$ cat src/rtl/bfd_pkg.sv
package bfd_pkg;
  localparam int unsigned SAMPLE_W    = 16;
  localparam int unsigned TAP_EXP_MAX = 6;
  localparam int unsigned DEC_EXP_MAX = 16;
  localparam int unsigned RESULT_W    = 32;
  localparam int unsigned STAGE_COUNT = 2;
  localparam int unsigned TAP_CTRL_W  = 3;
  localparam int unsigned DEC_CTRL_W  = 5;
endpackage

$ cat src/rtl/bfd_boxcar.sv
// Running-mean stage: window of 2^exp taps, circular history sized for the max.
module bfd_boxcar #(
  parameter int unsigned W       = bfd_pkg::SAMPLE_W,
  parameter int unsigned MAX_EXP = bfd_pkg::TAP_EXP_MAX,
  localparam int unsigned EXP_W  = $clog2(MAX_EXP + 1),
  localparam int unsigned DEPTH  = 1 << MAX_EXP,
  localparam int unsigned PTR_W  = (MAX_EXP > 0) ? MAX_EXP : 1,
  localparam int unsigned SUM_W  = W + MAX_EXP
) (
  input  logic                 clk,
  input  logic                 rst_n,
  input  logic                 flush,
  input  logic                 adv,
  input  logic [EXP_W-1:0]     exp_eff,
  input  logic signed [W-1:0]  x,
  output logic signed [W-1:0]  y
);
  logic signed [W-1:0]     hist [DEPTH];
  logic [PTR_W-1:0]        wr_ptr;
  logic [PTR_W-1:0]        back;
  logic [PTR_W-1:0]        rd_idx;
  logic signed [SUM_W-1:0] sum_q;
  logic signed [SUM_W-1:0] sum_nx;
  logic signed [SUM_W-1:0] y_wide;
  logic signed [W-1:0]     old;

  // 2^exp wraps to 0 at full depth, which reads the slot about to be overwritten.
  assign back   = PTR_W'(1) << exp_eff;
  assign rd_idx = wr_ptr - back;
  assign old    = hist[rd_idx];
  assign sum_nx = sum_q + {{MAX_EXP{x[W-1]}}, x} - {{MAX_EXP{old[W-1]}}, old};
  assign y_wide = sum_nx >>> exp_eff;
  assign y      = y_wide[W-1:0];

  always_ff @(posedge clk) begin
    if (!rst_n || flush) begin
      sum_q  <= '0;
      wr_ptr <= '0;
      for (int i = 0; i < DEPTH; i++) hist[i] <= '0;
    end else if (adv) begin
      sum_q        <= sum_nx;
      hist[wr_ptr] <= x;
      wr_ptr       <= wr_ptr + PTR_W'(1);
    end
  end

  // the mean of in-range samples never leaves the sample range
  a_r2_mean_fits: assert property (@(posedge clk) disable iff (!rst_n)
    adv |-> ((&y_wide[SUM_W-1:W-1]) || !(|y_wide[SUM_W-1:W-1])));
endmodule

$ cat src/rtl/bfd_block_avg.sv
// Block averager: sums 2^d values, scales to split format, adds bias, saturates.
module bfd_block_avg #(
  parameter int unsigned W       = bfd_pkg::SAMPLE_W,
  parameter int unsigned MAX_EXP = bfd_pkg::DEC_EXP_MAX,
  parameter int unsigned OUT_W   = bfd_pkg::RESULT_W,
  localparam int unsigned EXP_W  = $clog2(MAX_EXP + 1),
  localparam int unsigned CNT_W  = MAX_EXP + 1,
  localparam int unsigned ACC_W  = W + MAX_EXP + 1,
  localparam int unsigned WIDE_W = OUT_W + 2,
  localparam int unsigned FRAC_W = OUT_W - W,
  localparam int unsigned SH_W   = $clog2(FRAC_W + 1)
) (
  input  logic                    clk,
  input  logic                    rst_n,
  input  logic                    flush,
  input  logic                    adv,
  input  logic [EXP_W-1:0]        d_eff,
  input  logic signed [W-1:0]     x,
  input  logic [OUT_W-1:0]        bias,
  input  logic                    out_take,
  output logic                    out_vld,
  output logic [OUT_W-1:0]        out_res
);
  logic [CNT_W-1:0]         cnt_q;
  logic [CNT_W-1:0]         mask;
  logic signed [ACC_W-1:0]  acc_q;
  logic signed [ACC_W-1:0]  acc_nx;
  logic signed [WIDE_W-1:0] acc_w;
  logic signed [WIDE_W-1:0] scaled;
  logic signed [WIDE_W-1:0] total;
  logic [SH_W-1:0]          shamt;
  logic                     last;
  logic                     fits;
  logic [OUT_W-1:0]         sat_res;

  assign mask   = (CNT_W'(1) << d_eff) - CNT_W'(1);
  assign last   = (cnt_q == mask);
  assign acc_nx = acc_q + {{(ACC_W-W){x[W-1]}}, x};
  assign acc_w  = {{(WIDE_W-ACC_W){acc_nx[ACC_W-1]}}, acc_nx};
  assign shamt  = SH_W'(FRAC_W) - SH_W'(d_eff);
  assign scaled = acc_w <<< shamt;
  assign total  = scaled + {{(WIDE_W-OUT_W){bias[OUT_W-1]}}, bias};
  assign fits   = (&total[WIDE_W-1:OUT_W-1]) || !(|total[WIDE_W-1:OUT_W-1]);

  always_comb begin
    if (fits)                 sat_res = total[OUT_W-1:0];
    else if (total[WIDE_W-1]) sat_res = {1'b1, {(OUT_W-1){1'b0}}};
    else                      sat_res = {1'b0, {(OUT_W-1){1'b1}}};
  end

  always_ff @(posedge clk) begin
    if (!rst_n) begin
      cnt_q   <= '0;
      acc_q   <= '0;
      out_vld <= 1'b0;
      out_res <= '0;
    end else begin
      if (adv && last) begin
        out_vld <= 1'b1;
        out_res <= sat_res;
      end else if (out_take) begin
        out_vld <= 1'b0;
      end
      if (flush) begin
        cnt_q <= '0;
        acc_q <= '0;
      end else if (adv) begin
        cnt_q <= last ? '0 : cnt_q + CNT_W'(1);
        acc_q <= last ? '0 : acc_nx;
      end
    end
  end

  // the count stays inside the current block length
  a_r4_count_in_block: assert property (@(posedge clk) disable iff (!rst_n)
    !flush |-> (cnt_q <= mask));
endmodule

$ cat src/rtl/bartlett_decimator.sv
module bartlett_decimator #(
  parameter int unsigned W         = bfd_pkg::SAMPLE_W,
  parameter int unsigned TAP_MAX   = bfd_pkg::TAP_EXP_MAX,
  parameter int unsigned DEC_MAX   = bfd_pkg::DEC_EXP_MAX,
  parameter int unsigned OUT_W     = bfd_pkg::RESULT_W,
  parameter int unsigned N_STAGES  = bfd_pkg::STAGE_COUNT,
  parameter int unsigned TAP_CW    = bfd_pkg::TAP_CTRL_W,
  parameter int unsigned DEC_CW    = bfd_pkg::DEC_CTRL_W,
  localparam int unsigned BE_W     = $clog2(TAP_MAX + 1),
  localparam int unsigned DE_W     = $clog2(DEC_MAX + 1)
) (
  input  logic              clk,
  input  logic              rst_n,
  input  logic              s_valid,
  output logic              s_ready,
  input  logic [W-1:0]      s_sample,
  input  logic [TAP_CW-1:0] tap_exp,
  input  logic [DEC_CW-1:0] dec_exp,
  input  logic [OUT_W-1:0]  bias,
  output logic              m_valid,
  input  logic              m_ready,
  output logic [W-1:0]      m_data_hi,
  output logic [W-1:0]      m_data_lo
);
  logic [TAP_CW-1:0]   tap_q;
  logic [DEC_CW-1:0]   dec_q;
  logic                flush;
  logic                adv;
  logic [BE_W-1:0]     b_eff;
  logic [DE_W-1:0]     d_eff;
  logic signed [W-1:0] chain [N_STAGES+1];
  logic [OUT_W-1:0]    res;

  always_ff @(posedge clk) begin
    if (!rst_n) begin
      tap_q <= '0;
      dec_q <= '0;
    end else begin
      tap_q <= tap_exp;
      dec_q <= dec_exp;
    end
  end

  assign flush   = (tap_exp != tap_q) || (dec_exp != dec_q);
  assign s_ready = !flush && !(m_valid && !m_ready);
  assign adv     = s_valid && s_ready;
  assign b_eff   = (tap_exp > TAP_CW'(TAP_MAX)) ? BE_W'(TAP_MAX) : BE_W'(tap_exp);
  assign d_eff   = (dec_exp > DEC_CW'(DEC_MAX)) ? DE_W'(DEC_MAX) : DE_W'(dec_exp);
  assign chain[0] = s_sample;

  for (genvar g = 0; g < N_STAGES; g++) begin : g_stage
    bfd_boxcar #(.W(W), .MAX_EXP(TAP_MAX)) i_box (
      .clk(clk), .rst_n(rst_n), .flush(flush), .adv(adv),
      .exp_eff(b_eff), .x(chain[g]), .y(chain[g+1])
    );
  end

  bfd_block_avg #(.W(W), .MAX_EXP(DEC_MAX), .OUT_W(OUT_W)) i_dec (
    .clk(clk), .rst_n(rst_n), .flush(flush), .adv(adv),
    .d_eff(d_eff), .x(chain[N_STAGES]), .bias(bias),
    .out_take(m_ready), .out_vld(m_valid), .out_res(res)
  );

  assign m_data_hi = res[OUT_W-1:OUT_W-W];
  assign m_data_lo = res[W-1:0];

  // a stalled result blocks new input
  a_r8_ready_low: assert property (@(posedge clk) disable iff (!rst_n)
    (m_valid && !m_ready) |-> !s_ready);
  // a stalled result holds
  a_r8_hold: assert property (@(posedge clk) disable iff (!rst_n)
    (m_valid && !m_ready) |=> (m_valid && $stable({m_data_hi, m_data_lo})));
  // a flush cycle never completes a block
  a_r7_flush_no_result: assert property (@(posedge clk) disable iff (!rst_n)
    flush |=> !$rose(m_valid));
  // a new result needs an accepted sample
  a_r9_result_needs_accept: assert property (@(posedge clk) disable iff (!rst_n)
    $rose(m_valid) |-> $past(s_valid && s_ready));
endmodule

$ cat config.mk
export PLATFORM = sky130hd
export DESIGN_NAME = bartlett_decimator
export DESIGN_NICKNAME = d
export VERILOG_FILES = /design/src/rtl/bfd_pkg.sv /design/src/rtl/bfd_boxcar.sv /design/src/rtl/bfd_block_avg.sv /design/src/rtl/bartlett_decimator.sv
export SDC_FILE = /design/constraint.sdc
export NUM_CORES = 2
export LEC_CHECK = 0
export BUFFER_PORTS_ARGS = -buffer_cell sky130_fd_sc_hd__buf_2
export CAP_MARGIN = 40
export CORE_MARGIN = 2
export CORE_UTILIZATION = 59
export CTS_CLUSTER_SIZE = 28
export DETAILED_ROUTE_END_ITERATION = 6
export PLACE_DENSITY = 0.86
export SLEW_MARGIN = 15
export SYNTH_ARGS = -nofsm -noshare
export SYNTH_HDL_FRONTEND = slang
export SYNTH_SLANG_ARGS = --single-unit
$ cat constraint.sdc
create_clock -name clk -period 20.4 [get_ports clk]
set_input_delay 0 -clock clk [delete_from_list [all_inputs] [get_ports clk]]
set_output_delay 0 -clock clk [all_outputs]
set_load 0.01 [all_outputs]
==> key figures <==
Synth
  • Main flop type after synthesis: edfxtp_1
  • Largest family of logic cells by synthesized area: multiplexers
  • Syn_area_per_cell: 13.45 µm²
  • Post-synth EDFFs: 2048
  • Synth warnings: 0
  • Synth Net Count: 8179
  • Post-synthesis cell count: 7940
  • Mux contribution to synthesized area: 15.20%
  • Adder-cell area share of the yosys netlist: 2.421%
  • Compound-cell area share of the yosys netlist: 4.068%
  • Synthesized area: 106800 µm²
  • FFs w/ async S/R, synth: 0%
  • Library cells used by synthesis: 80
  • Yosys reg bits: 2195
  • Sequential fraction of the synthesis area: 60.35%
  • Post-Synth XOR/XNOR Area: 1.362%
  • Post-Synth Simple-Gate Area: 13.70%

Clock tree
  • CTS max path bufs: 3
  • CTS Hold Buffers Added: 81
  • CTS tree: yes
  • Clock Sink Count: 2195
  • Clock root buffer: clkbuf_16
  • H-tree depth: 4
  • Num CTS Buffers: 213
  • Post-CTS Setup Inserts: 0
  • Post_cts resized: 0
  • Worst-Skew Late Latency: 0.91 ns
  • CTS clk-pin slew, worst paths: 0.06 ns

Flow run
  • Max Cap Viol: 0

Power
  • VDD IR max: 94.86 µV
  • Logic pwr share: 19.1%
  • Leak: 47.12 nW
  • Tot Pwr: 0.01081 W
  • Switch Pwr: 0.003120 W
  • Reg power frac: 45.0%
  • Sw frac: 28.87%
  • PwrDens: 91.36 nW/µm²
  • Clk pwr share: 35.8%
  • Cell-internal power: 0.007687 W

Final layout
  • Layout cells sized above 1: 17.51%
  • Fin cells: 10470
  • Final net count: 8152
  • P&R area growth vs syn: 10.78%
  • Finished Core Util: 65.59%
  • Final instance area: 118300 µm²

Floorplan
  • Starting Density: 59.21%
  • # rows: 156
  • Core area: 180400 µm²
  • Die width: 429.4 µm
  • Io pins: 94
  • Total Die Area: 184400 µm²
  • Die height: 429.4 µm

Setup path
  • CP required: 21.19 ns
  • CP max stage delay: 0.65 ns
  • Slowest CP cell: nor2_1
  • Reg2reg start: g_stage[0].i_box.wr_ptr[0]$_SDFFE_PP0P_
  • Top delay family on crit path: compound AO/OA/AOI/OAI gates
  • WP data arrival: 19.66 ns
  • Crit-path max FO: 39
  • Crit path kind: primary input to flop
  • Worst R2R Path Depth: 59
  • CP Capture Type: flop
  • Startpoint types: primary input
  • R2r endpoint: i_dec.out_res[14]$_SDFFE_PN0P_
  • R2R Setup Slk: 1.71 ns
  • Worst path bufs/invs: 8

Place
  • Post-Place Cells: 9959
  • Area after DPL: 110200 µm²
  • # port buffers: 93
  • DP HPWL: 188.2 mm
  • Placer congestion estimate: 0.9430

STA
  • Final setup vio count: 0
  • Min Clock Period, post-route: 18.87 ns
  • RSZ-0062 raised after global routing: false
  • Worst slew pin tran: 0.9735 ns
  • Clk_skew: 0.06037 ns
  • Setup TNS: 0 ns
  • Slew Viols, Final: 0
  • Slew margin rel.: 35.10%
  • Final Hold Viols: 0
  • Maximum clock rate: 53.00 MHz
  • Final period util: 92.48%

Global route
  • Largest net degree at the start of global routing: 117
  • Global Route met3 Usage: 8.560%
  • Global route hottest layer: met2
  • Total grt overflow: 0
  • Met1 Usage GRT: 40.67%
  • Initial antenna violation count: 23
  • Met2 usage: 53.52%
  • Vias in the first global route: 71850
  • GRT Overall Usage: 33.42%
  • First-pass GRT wire length: 457.6 mm

Routing
  • Via-to-Cell Ratio: 6.807
  • Routed via count: 71300
  • Routed len/inst: 29.78 µm
  • DRT antenna net count: 0
  • DRT Wirelength: 311.9 mm
  • First-pass DRT Iterations: 7
  • # DRC: 0
  • Starting DRC count in detailed routing: 11600

Outcome
  • Outcome: finished, final reports clean

Worst hold path
  • HP Class: primary input to flop
  • Worst hold start: dec_exp[3]
  • Worst Hold End: dec_q[3]$_SDFF_PN0_
  • Hold Path Stages: 3
[cell families (layout without fill, tap and decap cells)]
kind of cell | after synthesis | after routing
simple gates | 3082 | 3082
flops | 2195 | 2195
buf+inv | 817 | 975
mux | 773 | 773
compound gates | 728 | 728
fa+ha+maj | 179 | 179
xor+xnor | 166 | 166
other cells | 0 | 6
[cells in the final DEF, fill, tap and decap left out, types with 17 or more instances in the layout]
| cell type | n |
|---|---|
| xor2_1 | 63 |
| dlygate4sd3_1 | 81 |
| nand2_1 | 449 |
| dfxtp_1 | 147 |
| o211ai_1 | 32 |
| nand3_1 | 69 |
| nand4_1 | 30 |
| o21ai_0 | 176 |
| a21o_1 | 45 |
| buf_12 | 17 |
| or3_1 | 38 |
| o21a_1 | 22 |
| mux2_2 | 18 |
| o21ai_1 | 77 |
| buf_4 | 205 |
| nand2b_1 | 29 |
| fa_1 | 44 |
| ha_1 | 133 |
| clkbuf_1 | 59 |
| clkinv_1 | 49 |
| nor2_1 | 1304 |
| inv_1 | 119 |
| a21oi_1 | 226 |
| clkinv_2 | 42 |
| buf_2 | 94 |
| mux4_2 | 677 |
| clkbuf_16 | 213 |
| xnor2_1 | 93 |
| a211oi_1 | 31 |
| mux2i_1 | 71 |
| buf_6 | 19 |
| buf_8 | 21 |
| edfxtp_1 | 2048 |
| nor3_1 | 169 |
| and2_1 | 919 |
[power by group through the flow]
stage / Clock [W] / Combinational, W / Sequential (W)
finish: 0.00387 / 0.00207 / 0.00487
global route: 0.00401 / 0.00221 / 0.00487
CTS: 0.00386 / 0.00197 / 0.00487
detailed placement: 0 / 0.00190 / 0.00496
global placement: 0 / 0.00185 / 0.00496
floorplan: 0 / 0.00136 / 0.00496
[layer usage]
| metal | vias up | wire [µm] |
|---|---|---|
| li1 | 29010 | - |
| met1 | 34840 | 98370 |
| met2 | 6066 | 148600 |
| met3 | 1352 | 41400 |
| met4 | 30 | 23290 |
| met5 | - | 212 |
[synth_stat cells (all sizes together), types with 6 or more instances]
cell,number,area share (%)
nor3,171,0.80
a21oi,232,1.1
or3,38,0.22
mux2,18,0.19
o21ai,255,1.2
nand2,451,1.6
buf,127,0.48
dfxtp,147,2.8
o31a,6,0.049
ha,133,1.6
xnor2,101,0.83
nand4,30,0.18
a21o,45,0.32
and3,12,0.070
clkbuf,567,2.0
nor4,12,0.070
mux4,677,14
o21a,22,0.15
nand2b,30,0.18
o31ai,7,0.049
o2111ai,8,0.066
nand3b,6,0.042
nand3,70,0.33
nor2b,15,0.088
o211ai,32,0.22
o21bai,16,0.12
inv,121,0.43
xor2,65,0.53
fa,46,0.86
a31oi,14,0.082
mux2i,78,0.73
a211oi,32,0.22
nor2,1306,4.6
and2,922,5.4
edfxtp,2048,58
[layout make-up]
| cell class | instances | area (µm²) |
|---|---|---|
| Antenna cell | 6 | 15.01 |
| Clock buffer | 272 | 5552 |
| Clock inverter | 128 | 1151 |
| Fill cell | 11650 | 62060 |
| Inverter | 123 | 461.7 |
| Multi-Input combinational cell | 4928 | 39600 |
| Sequential cell | 2195 | 64440 |
| Tap cell | 2370 | 2965 |
| Timing Repair Buffer | 452 | 4103 |
[through the flow]
step	setup slack (ns)	hold WS (ns)
5_1_grt	0.2565	0.05356
3_3_place_gp	1.732	0.2853
6_report	1.533	0.09680
2_1_floorplan	3.163	0.1217
3_5_place_dp	2.148	0.2913
4_1_cts	1.865	0.003327
[worst min-delay path, stage by stage]
cell and delay [ns]:
dlygate4sd3_1 0.53, buf_2 0.22, and2_1 0.17
[state kept, by name (all words and copies together), names as in the netlist]
signal,cells
dec_q,5
g_stage.i_box.hist,2048
g_stage.i_box.sum_q,44
g_stage.i_box.wr_ptr,12
i_dec.acc_q,33
i_dec.cnt_q,17
i_dec.out_res,32
i_dec.out_vld,1
tap_q,3
[worst max path at each step]
stage,startpoint,endpoint,depth (start not counted)
3_5_place_dp,tap_exp[2],i_dec.out_res[14]$_SDFFE_PN0P_,62
4_1_cts,tap_exp[2],i_dec.out_res[14]$_SDFFE_PN0P_,64
5_1_grt,tap_exp[2],i_dec.out_res[14]$_SDFFE_PN0P_,64
6_report,tap_exp[2],i_dec.out_res[14]$_SDFFE_PN0P_,64
3_3_place_gp,tap_exp[2],i_dec.out_res[8]$_SDFFE_PN0P_,60
2_1_floorplan,tap_exp[2],i_dec.out_res[4]$_SDFFE_PN0P_,70
No activity file was read; power rests on OpenSTA's default activity.
